File: config.mk
export PLATFORM = sky130hd
export DESIGN_NAME = evt_timer_regs
export DESIGN_NICKNAME = d
export VERILOG_FILES = /design/src/rtl/evt_timer_regs.sv
export SDC_FILE = /design/constraint.sdc
export NUM_CORES = 1
export LEC_CHECK = 0
export ABC_CLOCK_PERIOD_IN_PS = 6370
export BUFFER_PORTS_ARGS = -buffer_cell sky130_fd_sc_hd__buf_4
export CORE_MARGIN = 3
export CORE_UTILIZATION = 43
export DETAILED_ROUTE_END_ITERATION = 10
export HOLD_SLACK_MARGIN = 0.08
export PLACE_DENSITY = 0.73
export SLEW_MARGIN = 25
export SYNTH_ARGS = -nofsm -noshare
export SYNTH_HDL_FRONTEND = slang
export SYNTH_SLANG_ARGS = --single-unit
File: constraint.sdc
create_clock -name clk -period 6.37 [get_ports clk]
set_clock_uncertainty 0.05 [all_clocks]
set_input_delay 1.911 -clock clk [delete_from_list [all_inputs] [get_ports clk]]
set_output_delay 1.911 -clock clk [all_outputs]
set_load 0.05 [all_outputs]
File: src/rtl/evt_timer_regs.sv
module evt_timer_regs #(
  parameter int NUM_CH = 3,
  parameter logic [31:0] TICK_FS = 32'h0098_9680,
  parameter bit LEG_CAP = 1'b1,
  localparam int SW = (NUM_CH > 1) ? $clog2(NUM_CH) : 1
) (
  input  logic              clk,
  input  logic              rst_n,
  input  logic              tick_en,
  input  logic              bus_wr,
  input  logic              bus_rd,
  input  logic [9:0]        bus_addr,
  input  logic [31:0]       bus_wdata,
  output logic [31:0]       bus_rdata,
  input  logic [NUM_CH-1:0] ch_match,
  input  logic [31:0]       ch_rdata,
  output logic              ch_wr,
  output logic              ch_rd,
  output logic [SW-1:0]     ch_sel,
  output logic [1:0]        ch_off,
  output logic [31:0]       ch_wdata,
  output logic              glb_en,
  output logic              legacy_route,
  output logic [63:0]       main_count
);
  localparam logic [7:0] W_CAP = 8'h00, W_PER = 8'h01, W_CFG = 8'h04,
                         W_STS = 8'h08, W_CLO = 8'h3C, W_CHI = 8'h3D;
  localparam logic [4:0] NCH_M1 = 5'(NUM_CH - 1);
  localparam logic [31:0] CAP_WORD = {16'h0, LEG_CAP, 1'b0, 1'b1, NCH_M1, 8'h01};

  logic [1:0]        cfg;
  logic [NUM_CH-1:0] sts;
  logic [63:0]       cnt;
  logic [7:0]        wa;
  logic [4:0]        chi;
  logic              in_ch;
  logic [31:0]       rmux;

  assign wa    = bus_addr[9:2];
  assign chi   = bus_addr[9:5] - 5'd8;
  assign in_ch = bus_addr[9:8] != 2'b00 && !bus_addr[4] && int'(chi) < NUM_CH;

  assign ch_wr    = bus_wr && in_ch;
  assign ch_rd    = bus_rd && in_ch;
  assign ch_sel   = chi[SW-1:0];
  assign ch_off   = bus_addr[3:2];
  assign ch_wdata = bus_wdata;

  assign glb_en       = cfg[0];
  assign legacy_route = cfg[1];
  assign main_count   = cnt;

  always_ff @(posedge clk) begin
    if (!rst_n) begin
      cfg <= '0;
      sts <= '0;
      cnt <= '0;
    end else begin
      if (bus_wr && wa == W_CFG) cfg <= bus_wdata[1:0];
      sts <= (sts & ~((bus_wr && wa == W_STS) ? bus_wdata[NUM_CH-1:0] : '0)) | ch_match;
      if (!cfg[0] && bus_wr && wa == W_CLO)      cnt[31:0]  <= bus_wdata;
      else if (!cfg[0] && bus_wr && wa == W_CHI) cnt[63:32] <= bus_wdata;
      else if (cfg[0] && tick_en)                cnt <= cnt + 64'd1;
    end
  end

  always_comb begin
    rmux = '0;
    if (in_ch) rmux = ch_rdata;
    else begin
      case (wa)
        W_CAP: rmux = CAP_WORD;
        W_PER: rmux = TICK_FS;
        W_CFG: rmux = {30'h0, cfg};
        W_STS: rmux[NUM_CH-1:0] = sts;
        W_CLO: rmux = cnt[31:0];
        W_CHI: rmux = cnt[63:32];
        default: rmux = '0;
      endcase
    end
  end

  assign bus_rdata = bus_rd ? rmux : '0;
endmodule

==> results by group <==
Status
  – Outcome: finished, final reports clean

Layout
  – Filler instances: 1114
  – Synth-to-layout area growth: 31.8%
  – Reg area: 1380 um2
  – Share of cells above drive strength 1: 0.292
  – Commonest non-fill, non-tap cells in the layout: buf_4, nand2_1, dfxtp_1, o21ai_0, a21oi_1
  – Post-route cell area: 6910 um2
  – Most common cell after layout, fill and taps aside: buf_4
  – Nets: 956
  – Diode count: 0
  – Area of the multi-input gates: 3340 um2

Floorplanning
  – FP Rows: 39
  – Die area: 13600 um2
  – Initial core utilization: 0.450
  – I/O Pins: 218
  – Core box area: 11700 um2
  – Die W: 116 um
  – Die extent in y: 116 um

Timing
  – Slew Limit Headroom: 0.363
  – Fin crit share: 0.956
  – Setup Viol. Count Final: 0
  – Worst Tran Pin Value: 0.952 ns
  – Setup TNS: 0 ns
  – Final hold viol count: 0
  – Minimum clock period: 6.09 ns
  – Final Max Tran Viols: 0
  – RSZ-0062 raised after global routing: false
  – Fmax: 164 MHz

Route
  – Total number of vias: 6739
  – Drt pass-1 iters: 8
  – Antenna-violating nets left: 0
  – DRT Wirelength: 23.5 mm
  – Per-cell routed wire length: 23.1 um
  – Drc violations: 0
  – Vias/cell: 6.60
  – Starting DRT DRC Count: 810

Critical path
  – Worst setup EP type: output pin
  – FF-to-FF End: main_count[54]
  – Critical-path maximum fanout: 20
  – Setup crit start kind: input pin
  – FF-to-FF setup slack: 3.37 ns
  – Cell count of the worst reg-to-reg path: 5
  – RR Startpoint: cfg[0]
  – Crit path DAT: 4.13 ns
  – WS Path Type: input pin to output pin
  – Worst Path Required: 4.41 ns

Yosys
  – Asr flop ratio synth: 0
  – Synthesized flop and latch total: 69
  – Area of the mapped netlist: 5250 um2
  – Register area share after synthesis: 0.263
  – Synthesis warning total: 0
  – Syn_nets: 813
  – Netlist cell types: 52
  – Synthesized instance count: 730
  – Top FF cell, synth: dfxtp_1
  – Share of Yosys cell area claimed by the top area cell type: 0.263
  – Post-synth top area cell: dfxtp_1
  – Syn_area_per_cell: 7.18 um2
  – Largest cells by area after synthesis: dfxtp_1, o21ai_0, nand2_1, buf_4, a21oi_1
  – EDFF count, synth: 0

Clocking
  – Clk sink count: 69
  – TritonCTS buffer count: 9
  – Htree depth: 3
  – CTS tree: done
  – CTS clk-pin slew, worst paths: 0.05 ns
  – Post-CTS Setup Inserts: 0
  – Post-cts repair resize count: 0
  – CTS max path bufs: 2
  – Clk Latency, worst-skew pair: 0.33 ns
  – Root buf cell: clkbuf_16
  – # hold bufs at CTS: 0

Place
  – Placed inst area: 6620 um2
  – RD Place Congestion: 0.950
  – Post-DP HPWL: 17.7 mm
  – Port Buf Inserts: 215

GRT
  – First-pass GRT wire length: 34.9 mm
  – Number of global-route vias before repair: 6071
  – Largest net degree at the start of global routing: 39
  – Initial antenna violation count: 0
  – Grt ovf: 0
  – GRT Total Usage: 0.336

Min path
  – Hold EP: cfg[1]
  – Hold path cells: 2
  – Worst hold path class: flop to flop
  – Hold Path Origin: cfg[1]

Power
  – Switching Share: 0.276
  – Clock power frac: 0.443
  – PD cells: 155 nW/um2
  – Seq pwr share: 0.408
  – Logic pwr share: 0.149
  – P_leak: 2.52 nW
  – Int Pwr: 774 uW
  – Peak VDD IR: 0.000133 V
  – NetSw: 295 uW

Flow run
  – MaxCap Viol Count: 0
[critical path, cell delays in order]
cell and delay [ns]:
buf_4 0.12, or4_1 0.59, or3_1 0.38, nor2_1 0.24
o311ai_4 0.20, buf_6 0.21, o21ai_0 0.22, buf_4 0.24
[area by class of cell]
class | instances | share of cell area
Tap cell | 143 | 0.0259
Inverter | 9 | 0.00489
Timing Repair Buffer | 226 | 0.246
Multi-Input combinational cell | 558 | 0.483
Sequential cell | 69 | 0.200
Clock inverter | 4 | 0.00326
Clock buffer | 12 | 0.0371
[flip-flops by register name (all words and copies together), names as in the netlist]
signal,flops
cfg,2
sts,3
main_count,64
[logic make-up (layout without fill, tap and decap cells)]
group / after synthesis / after routing / synth area share
AO/OA/AOI/OAI: 250 / 250 / 0.299
XOR/XNOR: 5 / 5 / 0.00835
adder cells (fa/ha/maj): 1 / 1 / 0.00239
buffers and inverters: 103 / 251 / 0.106
flip-flops: 69 / 69 / 0.263
AND/OR/NAND/NOR: 302 / 302 / 0.321
[how the worst max path moves through the flow]
stage,depth (start not counted),end,startpoint
2_1_floorplan,7,bus_rdata[21],bus_addr[6]
3_5_place_dp,7,bus_rdata[28],bus_addr[6]
6_report,8,bus_rdata[28],bus_addr[6]
4_1_cts,7,bus_rdata[28],bus_addr[6]
5_1_grt,8,bus_rdata[31],bus_addr[6]
3_3_place_gp,7,bus_rdata[28],bus_addr[6]
[through the flow]
stage                     utilization  setup WS (ns)  instances  total power, mW  hold slack [ns]
after floorplan                     -         -0.186        730            0.536            0.544
after global placement          0.568          0.349       1004            0.601            0.424
after detailed placement        0.568          0.273       1004            0.602            0.461
after CTS                       0.592          0.266       1020             1.07            0.469
after global routing            0.593          0.153       1021             1.10            0.496
final                           0.593          0.279       1021             1.07            0.472
[cells in the mapped netlist (all sizes together), types with 3 or more instances]
| cell | count |
|---|---|
| nand2 | 79 |
| o21ai | 79 |
| dfxtp | 69 |
| buf | 49 |
| clkbuf | 45 |
| a21oi | 44 |
| a31oi | 34 |
| nand3 | 32 |
| nand4 | 32 |
| nor2 | 28 |
| a22oi | 27 |
| or4 | 24 |
| and3 | 19 |
| and4 | 16 |
| nor3 | 16 |
| o31ai | 15 |
| or3 | 15 |
| nor4 | 13 |
| and2 | 12 |
| o211ai | 11 |
| a221oi | 10 |
| inv | 8 |
| o31a | 7 |
| a21boi | 5 |
| xnor2 | 5 |
| o21a | 4 |
| or2 | 4 |
| a222oi | 3 |
| nor4b | 3 |
| o311ai | 3 |
[power by group through the flow]
stage          Combinational [mW]  Sequential (mW)  Clock (mW)
4_1_cts                     0.157            0.436       0.480
5_1_grt                     0.165            0.436       0.500
2_1_floorplan              0.0887            0.447           0
3_5_place_dp                0.157            0.446           0
6_report                    0.159            0.436       0.474
3_3_place_gp                0.156            0.445           0
[metal layers]
metal  GRT usage  part of all wire
met2       0.505              0.46
met1       0.475              0.40
met4      0.0874             0.017
met3      0.0927              0.12
met5           0                 0
No activity file was read; power rests on OpenSTA's default activity.
